**config.mk**
```make
export PLATFORM = sky130hd
export DESIGN_NAME = hb_decim_chain
export DESIGN_NICKNAME = d
export VERILOG_FILES = /design/src/rtl/hb_decim_chain.sv
export SDC_FILE = /design/constraint.sdc
export NUM_CORES = 2
export LEC_CHECK = 0
export BUFFER_PORTS_ARGS = -buffer_cell sky130_fd_sc_hd__buf_2
export CAP_MARGIN = 40
export CORE_MARGIN = 2
export CORE_UTILIZATION = 65
export DETAILED_ROUTE_END_ITERATION = 7
export PLACE_DENSITY = 0.81
export SETUP_SLACK_MARGIN = 0.02
export SYNTH_ARGS = -nofsm -noshare
export SYNTH_HDL_FRONTEND = slang
export SYNTH_SLANG_ARGS = --single-unit
```
**constraint.sdc**
```tcl
create_clock -name clk -period 14.2 [get_ports clk]
set_input_delay 2.84 -clock clk [delete_from_list [all_inputs] [get_ports clk]]
set_output_delay 2.84 -clock clk [all_outputs]
set_load 0.1 [all_outputs]
```
**src/rtl/hb_decim_chain.sv**
```systemverilog
module hb_decim_chain #(
  parameter int DW  = 16,
  parameter int NST = 4
) (
  input  logic                  clk,
  input  logic                  rst,
  input  logic [$clog2(NST)-1:0] sel,
  input  logic                  in_valid,
  input  logic signed [DW-1:0]  in_i,
  input  logic signed [DW-1:0]  in_q,
  output logic                  out_valid,
  output logic signed [DW-1:0]  out_i,
  output logic signed [DW-1:0]  out_q
);
  localparam int SW   = $clog2(NST);
  localparam int TAPS = 11;
  localparam int AW   = DW + 8;
  localparam int SH   = 6;
  localparam logic signed [AW-1:0] CC   = 32;
  localparam logic signed [AW-1:0] C1   = 20;
  localparam logic signed [AW-1:0] C3   = -5;
  localparam logic signed [AW-1:0] C5   = 1;
  localparam logic signed [AW-1:0] RND  = 32;
  localparam logic signed [AW-1:0] SMAX = (AW'(1) <<< (DW - 1)) - AW'(1);
  localparam logic signed [AW-1:0] SMIN = -SMAX - AW'(1);

  function automatic logic signed [DW-1:0] kern(
    input logic signed [DW-1:0] t0, t2, t4, t5, t6, t8, t10);
    logic signed [AW-1:0] acc;
    acc = CC * AW'(t5) + C1 * (AW'(t4) + AW'(t6)) + C3 * (AW'(t2) + AW'(t8))
        + C5 * (AW'(t0) + AW'(t10)) + RND;
    acc = acc >>> SH;
    if (acc > SMAX) acc = SMAX;
    else if (acc < SMIN) acc = SMIN;
    return acc[DW-1:0];
  endfunction

  logic                 vin [NST];
  logic signed [DW-1:0] xi  [NST];
  logic signed [DW-1:0] xq  [NST];
  logic                 vo  [NST];
  logic signed [DW-1:0] io  [NST];
  logic signed [DW-1:0] qo  [NST];

  for (genvar k = 0; k < NST; k++) begin : g_st
    if (k == NST - 1) begin : g_head
      assign vin[k] = (sel == SW'(k)) && in_valid;
      assign xi[k]  = in_i;
      assign xq[k]  = in_q;
    end else begin : g_link
      assign vin[k] = (sel == SW'(k)) ? in_valid : ((sel > SW'(k)) && vo[k+1]);
      assign xi[k]  = (sel == SW'(k)) ? in_i : io[k+1];
      assign xq[k]  = (sel == SW'(k)) ? in_q : qo[k+1];
    end

    logic signed [DW-1:0] wi [TAPS-1];
    logic signed [DW-1:0] wq [TAPS-1];
    logic                 ph, r_v;
    logic signed [DW-1:0] r_i, r_q, fi, fq;

    assign fi = kern(xi[k], wi[1], wi[3], wi[4], wi[5], wi[7], wi[9]);
    assign fq = kern(xq[k], wq[1], wq[3], wq[4], wq[5], wq[7], wq[9]);

    always_ff @(posedge clk) begin
      if (rst) begin
        ph  <= 1'b0;
        r_v <= 1'b0;
        r_i <= '0;
        r_q <= '0;
        for (int j = 0; j < TAPS - 1; j++) begin
          wi[j] <= '0;
          wq[j] <= '0;
        end
      end else begin
        r_v <= vin[k] && ph;
        if (vin[k]) begin
          ph    <= !ph;
          wi[0] <= xi[k];
          wq[0] <= xq[k];
          for (int j = 1; j < TAPS - 1; j++) begin
            wi[j] <= wi[j-1];
            wq[j] <= wq[j-1];
          end
          if (ph) begin
            r_i <= fi;
            r_q <= fq;
          end
        end
      end
    end

    assign vo[k] = r_v;
    assign io[k] = r_i;
    assign qo[k] = r_q;
  end

  assign out_valid = vo[0];
  assign out_i     = io[0];
  assign out_q     = qo[0];


  rst_idle_chk: assert property (@(posedge clk)
    rst |=> (!out_valid && out_i == '0 && out_q == '0));


  spaced_chk: assert property (@(posedge clk) disable iff (rst)
    out_valid |=> !out_valid);


  latency_chk: assert property (@(posedge clk) disable iff (rst)
    out_valid |-> $past(vin[0]));


  idle_chk: assert property (@(posedge clk) disable iff (rst)
    (sel == '0 && !in_valid) |=> !out_valid);


  hold_chk: assert property (@(posedge clk) disable iff (rst)
    !vin[0] |=> ($stable(out_i) && $stable(out_q)));
endmodule

```
==> reports/metrics.json <==
{
  "outcome": {
    "run_status": "finished clean"
  },
  "clock_tree": {
    "clockBufferDepth": 3,
    "cts_tree": "built",
    "clkTransAtPathRegs_ns": 0.06,
    "cts_resized": 0,
    "htree_num_levels": 4,
    "tritoncts_num_sinks": 1416,
    "worst_skew_pair_later_pin_latency_ns": 0.78,
    "cts_made_buffers": 153,
    "clock-root-buffer": "sky130_fd_sc_hd__clkbuf_16",
    "post_cts_buffers": 0,
    "cts_hold_repair.buffers": 0
  },
  "logic_synthesis": {
    "yosys_warnings": 0,
    "synth_seq_area_share_pct": 40.7,
    "synth_seq_cells": 1416,
    "yosys.area.top_type_share_pct": 38.0,
    "synth-edff-count": 1280,
    "async_flop_share_pct": 0,
    "synth-main-ff-cell": "sky130_fd_sc_hd__edfxtp_1",
    "yosysUniqueCellTypes": 91,
    "netlist.top_cell.by_area": "sky130_fd_sc_hd__edfxtp_1",
    "post_synth_instance_area_mm2": 0.101,
    "mappedNetlistNets": 10600,
    "syn-mean-instance-area_um2": 11.4,
    "synth_area_leaders": "sky130_fd_sc_hd__edfxtp_1, sky130_fd_sc_hd__fa_1, sky130_fd_sc_hd__ha_1, sky130_fd_sc_hd__and2_1, sky130_fd_sc_hd__inv_1",
    "synth_cells": 8855
  },
  "floorplan": {
    "die_width_um": 398,
    "initial_utilization_pct": 65.6,
    "core_region_area_mm2": 0.154,
    "die_height_um": 398,
    "design.die.area_mm2": 0.159,
    "fp-row-count": 144,
    "ports_placed_on_the_boundary": 70
  },
  "cells_and_area": {
    "fillCellCount": 10600,
    "layout_common_cells": "sky130_fd_sc_hd__inv_1, sky130_fd_sc_hd__edfxtp_1, sky130_fd_sc_hd__and2_1",
    "final_nets": 10700,
    "area_grow_syn2layout_pct": 7.80,
    "layout_commonest_cell": "sky130_fd_sc_hd__inv_1",
    "fin_util_pct": 70.7,
    "postLayoutCellArea_mm2": 0.109,
    "drive_gt1_share_pct": 5.21
  },
  "drt": {
    "routedWlPerCell_um": 19.5,
    "detailroute.wirelength.met3_mm": 11.1,
    "vias_per_cell": 5.73,
    "wirelength_mm": 217,
    "remaining_antenna_violation_count_after_routing": 0,
    "drt-pass1-iter-count": 5,
    "drc": 0,
    "met2WireLength_mm": 104,
    "vias_after_detailed_routing": 63600,
    "uppermost_layer_routed": "met5",
    "wirelength_met1_mm": 94.1,
    "detailedRoute.firstIterationViolations": 5123
  },
  "sta": {
    "achievable-frequency_ghz": 0.108,
    "rsz_0062_raised_after_global_routing": "false",
    "timing.final.setup_violations": 0,
    "finalSetupTns_ns": 0,
    "timing.clock.skew_ns": 0.0312,
    "worst_slew_pin_slew_ns": 1.14,
    "final_min_period_over_clock_period_pct": 65.1,
    "period_minus_slack_ns": 9.24,
    "slew_headroom_pct": 24.0,
    "finalHoldViolCount": 0,
    "slew_viol_final": 0
  },
  "setup_path": {
    "rr_endpoint": "g_st[3].r_q[6]",
    "worst_setup_path_endpoint": "g_st[3].r_q[6]",
    "r2r_slack_ns": 4.96,
    "criticalPathCategory": "flip-flop to flip-flop",
    "cp_max_fo": 11,
    "critical_path.startpoint": "g_st[3].wq[5][0]",
    "worstSetupStartpointType": "flip-flop",
    "crit_slowest_cell": "sky130_fd_sc_hd__o32ai_1",
    "critical_path.endpoint_type": "flip-flop",
    "worst_path_required_time_ns": 14.89,
    "reg2reg_depth": 33,
    "reg2reg_from": "g_st[3].wq[5][0]",
    "worst-endpoint-arrival_ns": 9.93,
    "critical_path.max_stage_delay_ns": 0.69,
    "critical_path.most_common_cell": "sky130_fd_sc_hd__ha_1"
  },
  "global_route": {
    "global_route.usage.total_pct": 27.8,
    "maximum_number_of_pins_on_one_net_before_global_route_repair": 295,
    "grt_pass1_wl_mm": 348,
    "number_of_antenna_violations_at_the_first_check_in_global_routing": 6,
    "first_global_vias": 65800,
    "leftover_overflow_at_the_end_of_global_routing": 0
  },
  "place": {
    "detailed_place.area_mm2": 0.104,
    "placement.io_buffers": 69,
    "detailed_place_hpwl_mm": 164,
    "gpl.final_weighted_congestion": 0.898
  },
  "flow_run": {
    "max_cap_viol_count": 0
  },
  "worst_hold_path": {
    "min-delay-path-class": "flip-flop to flip-flop"
  }
}
==> critical path, delay by kind of cell, from the launching register on <==
| kind | cells | cell delay, ns |
|---|---|---|
| and+or+nand+nor | 6 | 1.78 |
| buffers and inverters | 3 | 0.17 |
| xor gates and xnor gates | 2 | 0.44 |
| adders and majority gates | 9 | 3.33 |
| DFF | 1 | 0.35 |
| AOI/OAI and AO/OA | 13 | 3.07 |
==> cells by family after synthesis <==
group | Yosys count | synth area share (%)
AOI/OAI and AO/OA | 1068 | 7.25
xor gates and xnor gates | 491 | 4.25
adders and majority gates | 1757 | 27.6
buffers and inverters | 1593 | 5.95
DFF | 1416 | 40.7
muxes | 103 | 1.07
and+or+nand+nor | 2427 | 13.2
==> metrics by stage <==
step	hold WS [ns]	setup WS (ns)	instances
finish	0.456	4.96	11100
global route	0.476	4.25	11100
CTS	0.461	4.98	11100
detailed placement	0.448	4.35	10800
global placement	0.441	4.58	10800
floorplan	0.422	2.22	8855
==> cells in the mapped netlist (25+ instances only) <==
master / number
sky130_fd_sc_hd__inv_1: 1382
sky130_fd_sc_hd__edfxtp_1: 1280
sky130_fd_sc_hd__and2_1: 1211
sky130_fd_sc_hd__ha_1: 966
sky130_fd_sc_hd__fa_1: 791
sky130_fd_sc_hd__nor2_1: 429
sky130_fd_sc_hd__xnor2_1: 353
sky130_fd_sc_hd__a21oi_1: 273
sky130_fd_sc_hd__nand2_1: 246
sky130_fd_sc_hd__clkbuf_1: 182
sky130_fd_sc_hd__nor3_1: 142
sky130_fd_sc_hd__xor2_1: 138
sky130_fd_sc_hd__dfxtp_1: 136
sky130_fd_sc_hd__a21o_1: 131
sky130_fd_sc_hd__o21ai_0: 129
sky130_fd_sc_hd__a211oi_1: 118
sky130_fd_sc_hd__nand3_1: 107
sky130_fd_sc_hd__o21bai_1: 76
sky130_fd_sc_hd__nor2b_1: 62
sky130_fd_sc_hd__mux2i_1: 60
sky130_fd_sc_hd__nand2b_1: 58
sky130_fd_sc_hd__o21a_1: 55
sky130_fd_sc_hd__and3_1: 48
sky130_fd_sc_hd__mux2_2: 43
sky130_fd_sc_hd__a31oi_1: 28
sky130_fd_sc_hd__or3_1: 27
sky130_fd_sc_hd__nand4_1: 25
==> layer usage <==
layer	vias to the layer above	GRT usage [%]
li1	29900	-
met1	31700	38.5
met2	1683	45.8
met3	389	3.43
met4	2	9.54
met5	-	0
==> state kept, by name, summed over array words and instances (netlist names) <==
name	flops
out_q	16
g_st.wi	640
g_st.r_v	3
g_st.r_q	48
g_st.ph	4
out_i	16
g_st.r_i	48
g_st.wq	640
out_valid	1
==> layout make-up <==
cell class                 count  area, µm²  area share, %
multi-input combinational   5846      54000           49.6
sequential                  1416      41200           37.8
inverter                    1382       5190           4.76
clock buffer                 207       4300           3.95
tap                         2044       2560           2.35
timing repair buffer         125       1060          0.970
clock inverter                72        703          0.645
antenna                        4       10.0        0.00918
==> worst min path at each step <==
stage,startpoint,slack [ns],cells past startpoint,endpoint
floorplan,g_st[2].r_q[14],0.42,2,g_st[2].r_q[14]
global route,out_q[15],0.48,2,out_q[15]
CTS,out_q[15],0.46,2,out_q[15]
finish,out_q[15],0.46,2,out_q[15]
global placement,g_st[2].r_i[15],0.44,2,g_st[2].r_i[15]
detailed placement,g_st[2].r_q[14],0.45,2,g_st[2].r_q[14]
Power is left out: the tool's default activity adds up to more than one toggle a clock period on the data nets, which glitch-free logic cannot reach.
